==> config.mk <==
export PLATFORM = sky130hd
export DESIGN_NAME = gpio_port_ctrl
export DESIGN_NICKNAME = d
export VERILOG_FILES = /design/src/rtl/gpio_port_pkg.sv /design/src/rtl/gpio_in_sync.sv /design/src/rtl/gpio_pin_slice.sv /design/src/rtl/gpio_port_ctrl.sv
export SDC_FILE = /design/constraint.sdc
export NUM_CORES = 1
export LEC_CHECK = 0
export BUFFER_PORTS_ARGS = -buffer_cell sky130_fd_sc_hd__buf_2
export CORE_MARGIN = 2
export CORE_UTILIZATION = 44
export DETAILED_ROUTE_END_ITERATION = 7
export PLACE_DENSITY_LB_ADDON = 0.15
export SYNTH_ARGS = -nofsm -noshare
export SYNTH_HDL_FRONTEND = slang
export SYNTH_SLANG_ARGS = --single-unit
==> constraint.sdc <==
create_clock -name clk_i -period 4.5 [get_ports clk_i]
set_input_delay 1.35 -clock clk_i [delete_from_list [all_inputs] [get_ports clk_i]]
set_output_delay 1.35 -clock clk_i [all_outputs]
set_load 0.01 [all_outputs]
==> src/rtl/gpio_port_pkg.sv <==
package gpio_port_pkg;

    // Register window geometry: each pin window spans 2**WIN_BITS bytes.
    localparam int WIN_BITS = 5;

    localparam logic [WIN_BITS-1:0] OFS_CTRL  = 5'h00;
    localparam logic [WIN_BITS-1:0] OFS_THRSH = 5'h04;
    localparam logic [WIN_BITS-1:0] OFS_LEVEL = 5'h08;
    localparam logic [WIN_BITS-1:0] OFS_FLOAT = 5'h0C;
    localparam logic [WIN_BITS-1:0] OFS_DRIVE = 5'h10;
    localparam logic [WIN_BITS-1:0] OFS_ACK   = 5'h14;

    typedef enum logic [1:0] {
        TRIG_OFF   = 2'd0,
        TRIG_LEVEL = 2'd1,
        TRIG_EDGE  = 2'd2,
        TRIG_BOTH  = 2'd3
    } trig_e;

    typedef struct packed {
        logic  irq_en;
        logic  pol_hi;
        trig_e trig;
        logic  out_dir;
        logic  pin_en;
    } pin_ctrl_t;

    typedef struct packed {
        pin_ctrl_t  ctrl;
        logic [7:0] thrsh;
        logic       floated;
        logic       drive;
        logic       pending;
    } slice_state_t;

endpackage

==> src/rtl/gpio_in_sync.sv <==
module gpio_in_sync #(
    parameter int WIDTH  = 8,
    parameter int STAGES = 2
) (
    input  logic             clk_i,
    input  logic             rst_ni,
    input  logic [WIDTH-1:0] raw_i,
    output logic [WIDTH-1:0] level_o,
    output logic [WIDTH-1:0] prev_o
);

    typedef struct packed {
        logic [STAGES-1:0][WIDTH-1:0] chain;
        logic [WIDTH-1:0]             prev;
    } sync_state_t;

    sync_state_t st_d, st_q;

    always_comb begin
        st_d          = st_q;
        st_d.chain[0] = raw_i;
        for (int s = 1; s < STAGES; s++) begin
            st_d.chain[s] = st_q.chain[s-1];
        end
        st_d.prev = st_q.chain[STAGES-1];
    end

    always_ff @(posedge clk_i or negedge rst_ni) begin
        if (!rst_ni) begin
            st_q <= '0;
        end else begin
            st_q <= st_d;
        end
    end

    assign level_o = st_q.chain[STAGES-1];
    assign prev_o  = st_q.prev;

endmodule

==> src/rtl/gpio_pin_slice.sv <==
module gpio_pin_slice
    import gpio_port_pkg::*;
#(
    parameter int DATA_W = 32
) (
    input  logic                clk_i,
    input  logic                rst_ni,
    input  logic                sel_i,
    input  logic                we_i,
    input  logic [WIN_BITS-1:0] ofs_i,
    input  logic [DATA_W-1:0]   wdata_i,
    input  logic                level_i,
    input  logic                prev_i,
    output logic [DATA_W-1:0]   rdata_o,
    output logic                pending_o,
    output logic                irq_req_o,
    output logic                pad_out_o,
    output logic                pad_oe_o
);

    slice_state_t st_d, st_q;

    logic wr_hit;
    logic ack_hit;
    logic rise;
    logic fall;
    logic trig_hit;

    always_comb begin
        st_d    = st_q;
        wr_hit  = sel_i && we_i;
        ack_hit = wr_hit && (ofs_i == OFS_ACK) && wdata_i[0];
        rise    = level_i && !prev_i;
        fall    = !level_i && prev_i;

        // Trigger condition under the current mode
        unique case (st_q.ctrl.trig)
            TRIG_OFF:   trig_hit = 1'b0;
            TRIG_LEVEL: trig_hit = (level_i == st_q.ctrl.pol_hi);
            TRIG_EDGE:  trig_hit = st_q.ctrl.pol_hi ? rise : fall;
            TRIG_BOTH:  trig_hit = rise || fall;
            default:    trig_hit = 1'b0;
        endcase

        // Level mode tracks the condition; edge modes are sticky with set priority
        unique case (st_q.ctrl.trig)
            TRIG_OFF:   st_d.pending = 1'b0;
            TRIG_LEVEL: st_d.pending = trig_hit;
            default:    st_d.pending = trig_hit || (st_q.pending && !ack_hit);
        endcase

        if (wr_hit) begin
            unique case (ofs_i)
                OFS_CTRL: begin
                    st_d.ctrl.pin_en  = wdata_i[0];
                    st_d.ctrl.out_dir = wdata_i[1];
                    st_d.ctrl.trig    = trig_e'(wdata_i[3:2]);
                    st_d.ctrl.pol_hi  = wdata_i[4];
                    st_d.ctrl.irq_en  = wdata_i[6];
                end
                OFS_THRSH: st_d.thrsh   = wdata_i[7:0];
                OFS_FLOAT: st_d.floated = wdata_i[0];
                OFS_DRIVE: st_d.drive   = wdata_i[0];
                default: ;
            endcase
        end
    end

    always_ff @(posedge clk_i or negedge rst_ni) begin
        if (!rst_ni) begin
            st_q <= '0;
        end else begin
            st_q <= st_d;
        end
    end

    always_comb begin
        rdata_o = '0;
        if (sel_i) begin
            unique case (ofs_i)
                OFS_CTRL:  rdata_o = DATA_W'({1'b0, st_q.ctrl.irq_en, 1'b0, st_q.ctrl.pol_hi,
                                              st_q.ctrl.trig, st_q.ctrl.out_dir,
                                              st_q.ctrl.pin_en});
                OFS_THRSH: rdata_o = DATA_W'(st_q.thrsh);
                OFS_LEVEL: rdata_o = DATA_W'(level_i);
                OFS_FLOAT: rdata_o = DATA_W'(st_q.floated);
                OFS_DRIVE: rdata_o = DATA_W'(st_q.drive);
                default:   rdata_o = '0;
            endcase
        end
    end

    assign pending_o = st_q.pending;
    assign irq_req_o = st_q.pending && st_q.ctrl.pin_en && st_q.ctrl.irq_en;
    assign pad_out_o = st_q.drive;
    assign pad_oe_o  = st_q.ctrl.pin_en && st_q.ctrl.out_dir && !st_q.floated;

endmodule

==> src/rtl/gpio_port_ctrl.sv <==
module gpio_port_ctrl
    import gpio_port_pkg::*;
#(
    parameter int NUM_PINS    = 8,
    parameter int ADDR_W      = 12,
    parameter int DATA_W      = 32,
    parameter int SYNC_STAGES = 2,
    parameter int STATUS_ADDR = 'h104
) (
    input  logic                clk_i,
    input  logic                rst_ni,
    input  logic [ADDR_W-1:0]   reg_addr_i,
    input  logic                reg_we_i,
    input  logic [DATA_W-1:0]   reg_wdata_i,
    output logic [DATA_W-1:0]   reg_rdata_o,
    input  logic [NUM_PINS-1:0] pin_i,
    output logic [NUM_PINS-1:0] pin_o,
    output logic [NUM_PINS-1:0] pin_oe_o,
    output logic                irq_o
);

    localparam int SPAN = NUM_PINS << WIN_BITS;

    logic [NUM_PINS-1:0]             sync_lvl;
    logic [NUM_PINS-1:0]             sync_prv;
    logic [NUM_PINS-1:0]             pend_vec;
    logic [NUM_PINS-1:0]             req_vec;
    logic [NUM_PINS-1:0][DATA_W-1:0] slice_rd;
    logic [ADDR_W-1:0]               win_num;
    logic                            in_span;
    logic [WIN_BITS-1:0]             win_ofs;
    logic [DATA_W-1:0]               stat_word;

    assign win_num = reg_addr_i >> WIN_BITS;
    assign in_span = (reg_addr_i < ADDR_W'(SPAN));
    assign win_ofs = reg_addr_i[WIN_BITS-1:0];

    gpio_in_sync #(
        .WIDTH  (NUM_PINS),
        .STAGES (SYNC_STAGES)
    ) i_sync (
        .clk_i   (clk_i),
        .rst_ni  (rst_ni),
        .raw_i   (pin_i),
        .level_o (sync_lvl),
        .prev_o  (sync_prv)
    );

    for (genvar n = 0; n < NUM_PINS; n++) begin : g_pin
        logic sel;
        assign sel = in_span && (win_num == ADDR_W'(n));

        gpio_pin_slice #(
            .DATA_W (DATA_W)
        ) i_slice (
            .clk_i     (clk_i),
            .rst_ni    (rst_ni),
            .sel_i     (sel),
            .we_i      (reg_we_i),
            .ofs_i     (win_ofs),
            .wdata_i   (reg_wdata_i),
            .level_i   (sync_lvl[n]),
            .prev_i    (sync_prv[n]),
            .rdata_o   (slice_rd[n]),
            .pending_o (pend_vec[n]),
            .irq_req_o (req_vec[n]),
            .pad_out_o (pin_o[n]),
            .pad_oe_o  (pin_oe_o[n])
        );
    end

    always_comb begin
        stat_word                = '0;
        stat_word[NUM_PINS-1:0]  = pend_vec;
    end

    always_comb begin
        reg_rdata_o = '0;
        for (int n = 0; n < NUM_PINS; n++) begin
            reg_rdata_o = reg_rdata_o | slice_rd[n];
        end
        if (reg_addr_i == ADDR_W'(STATUS_ADDR)) begin
            reg_rdata_o = stat_word;
        end
    end

    assign irq_o = |req_vec;

endmodule

==> out/metrics.cfg <==
[sta]
slew_headroom=0.4056
finalCritPeriodShare=1.003
hold_viol_final=0
tightest_slew_ns=0.8917
setup_violations=2
drv_slew=0
fmax_mhz=221.6
rsz0062_at_grt=true
clock-skew-final_ns=0.006036
fin_ws_ns=-0.01361
period_minus_slack_ns=4.514

[routing]
drt-initial-drc-count=429
vias=5763
wirelength_um=21900
drc=0
firstDrtPassIters=5
wl_per_cell_um=21.83
routed_via_density=5.746
drtAntennaViolNets=0

[cts]
cts.sinks=160
ctsHtreeMaxLevel=4
insertion_delay_ns=0.42
cts_hold_buffers=0
cts_buffer_depth=2
cts_inserted_buffers=17
tritoncts=yes
cts_root_buffer=clkbuf_16
path_clk_slew_ns=0.06

[worst_setup_path]
critPathRequiredTime_ns=3.15
worst-setup-path-type=primary input to output port
r2r_slack_ns=3.14
worst_r2r_endpoint=g_pin[2].i_slice.pending_o
startpoint_type=primary input
cp-end-kind=output port
crit_fanout=4
crit_end=reg_rdata_o[2]
worstRegToRegCells=5
arrival_ns=3.16
r2r-start=i_sync.level_o[2]
crit_start=reg_addr_i[9]

[floorplan]
fp-row-count=50
die_y_um=141.0
core_um2=18580
die_area_um2=19880
die_w_um=141.0
start_util=0.4445
ioPinCount=104

[synth]
yosys_warnings=0
syn_avg_cell_area_um2=12.04
synth_area_um2=8259
synth_top_area_cell=dfrtp_1
ys_ff_latch=160
syn_inst=686
synth_top_area_share=0.4848
async_reset_ff_frac=1.000
ys.flop_type=dfrtp_1
synth-seq-area-share=0.4848
yosys-top-cells-area=dfrtp_1, mux2_2, mux2i_1
yosysUniqueCellTypes=59
synth_edf_count=0

[run_status]
violations=setup timing
status=finished, violations left

[placement]
dpl_cell_area_um2=8853
dp_hpwl_um=15900
finalWeightedCongestion=0.9471
dp_slack_ns=-0.03576
dp_cells=971
port_buffers=55

[final_layout]
antennaDiodeCount=0
area_growth_pct=15.01
drive_gt1_frac=0.3810
fin_area_um2=9499
layoutNonFillerInstCount=1003
layout.nets=828
fin_util=0.5112

[grt]
antenna_found_initial=0
grt_pass1_wl_um=34490
grt_pass1_vias=5826
grt_max_degree=96
grt.total_usage=0.2315
overflow=0

[worst_hold_path]
min_path_cells=0
hold_path.class=flip-flop to flip-flop

[power_and_ir_drop]
p_leak_nw=4.597
power_density_nw_per_um2=328.2
total_power_w=0.003118
irDropWorstVdd_mv=0.2557

[flow_run]
cap_violations=0

-- where the power goes --
part / leakage (nW) / switching [W] / internal, W / total [W]
clock: 0.279 / 0.000573 / 0.000883 / 0.00146
sequential: 2.18 / 0.0000129 / 0.00145 / 0.00147
combinational: 2.14 / 0.000128 / 0.0000664 / 0.000195
total: 4.60 / 0.000714 / 0.00240 / 0.00312
-- cell type report --
class / count / area (um2)
fillers: 1669 / 9081
clock inverters: 10 / 136.4
clock buffers: 21 / 450.4
repair buffers: 101 / 674.4
flip-flops and latches: 160 / 4004
well taps: 234 / 292.8
multi-input cells: 457 / 3866
inverters: 20 / 75.07
-- what timing repair did --
action | CTS | global route
setup endpoints to repair | 3 | 6
buffers inserted | 0 | 1
pin swaps | 3 | 6
gates resized for setup | 2 | 11
-- registers in the layout, summed over array words and instances, names as in the netlist --
register / flops
g_pin.i_slice.st_q: 120
i_sync.st_d: 8
g_pin.i_slice.pad_out_o: 8
g_pin.i_slice.pending_o: 8
i_sync.prev_o: 8
i_sync.level_o: 8
-- logic make-up after synthesis --
group	count (synthesis)	synth area share
adders and majority gates	16	0.02424
and+or+nand+nor	135	0.09590
xor gates and xnor gates	8	0.008484
muxes	178	0.2483
AOI/OAI and AO/OA	96	0.07529
other	1	0.0004540
buffers and inverters	92	0.06257
DFF	160	0.4848
-- cells in the final DEF (no fill, tap or decap), drive strengths merged, types with 5 or more instances in the layout --
| cell | instances |
|---|---|
| a21oi | 25 |
| a22o | 9 |
| a32oi | 5 |
| and3 | 5 |
| and3b | 8 |
| buf | 101 |
| clkbuf | 21 |
| conb | 24 |
| dfrtp | 160 |
| ha | 16 |
| inv | 20 |
| mux2 | 135 |
| mux2i | 35 |
| mux4 | 8 |
| nand2 | 23 |
| nand3 | 32 |
| nand4 | 6 |
| nor2 | 28 |
| nor3 | 8 |
| o21ai | 25 |
| o22ai | 9 |
| xnor2 | 8 |
-- worst min path at each step --
stage	endpoint	slack, ns	startpoint
after global placement	i_sync.level_o[1]	0.33	i_sync.st_d[17]
after global routing	i_sync.level_o[2]	0.35	i_sync.st_d[18]
after detailed placement	i_sync.level_o[2]	0.33	i_sync.st_d[18]
after CTS	i_sync.level_o[2]	0.35	i_sync.st_d[18]
final	i_sync.level_o[0]	0.35	i_sync.st_d[16]
after floorplan	i_sync.level_o[0]	0.33	i_sync.st_d[16]
-- per-stage QoR --
stage / setup TNS (ns) / hold WS [ns]
detailed placement: -0.04966 / 0.3347
global placement: -0.02311 / 0.3319
floorplan: 0 / 0.3312
finish: -0.02352 / 0.3453
CTS: 0 / 0.3479
global route: -0.2162 / 0.3539
-- layer usage --
layer  global-route usage  up-vias  routed length (um)
li1                     -     2588                   -
met1               0.3282     2937                9989
met2               0.3551      206               10180
met3              0.04823       32                1183
met4              0.08105        0                 548
met5                    0        -                   0
-- worst max-delay path: stages --
cell and delay [ns]:
buf_6 0.09, or3_4 0.40, nor3_4 0.30, a31oi_4 0.15, a222oi_1 0.50, o21ai_1 0.19, buf_2 0.18
-- Yosys cell counts, types with 5 or more instances --
cell type,n
nand4_1,6
mux2i_1,35
nor2_1,22
a22o_1,9
mux4_2,8
ha_1,16
xnor2_1,8
dfrtp_1,160
mux2_2,135
buf_2,13
a32oi_1,5
buf_4,41
o22ai_1,9
a21oi_1,25
nand3_1,30
inv_1,19
o21ai_0,25
nand2_1,21
clkbuf_1,15
and3_1,5
and3b_1,8
No activity file was read; power rests on OpenSTA's default activity.
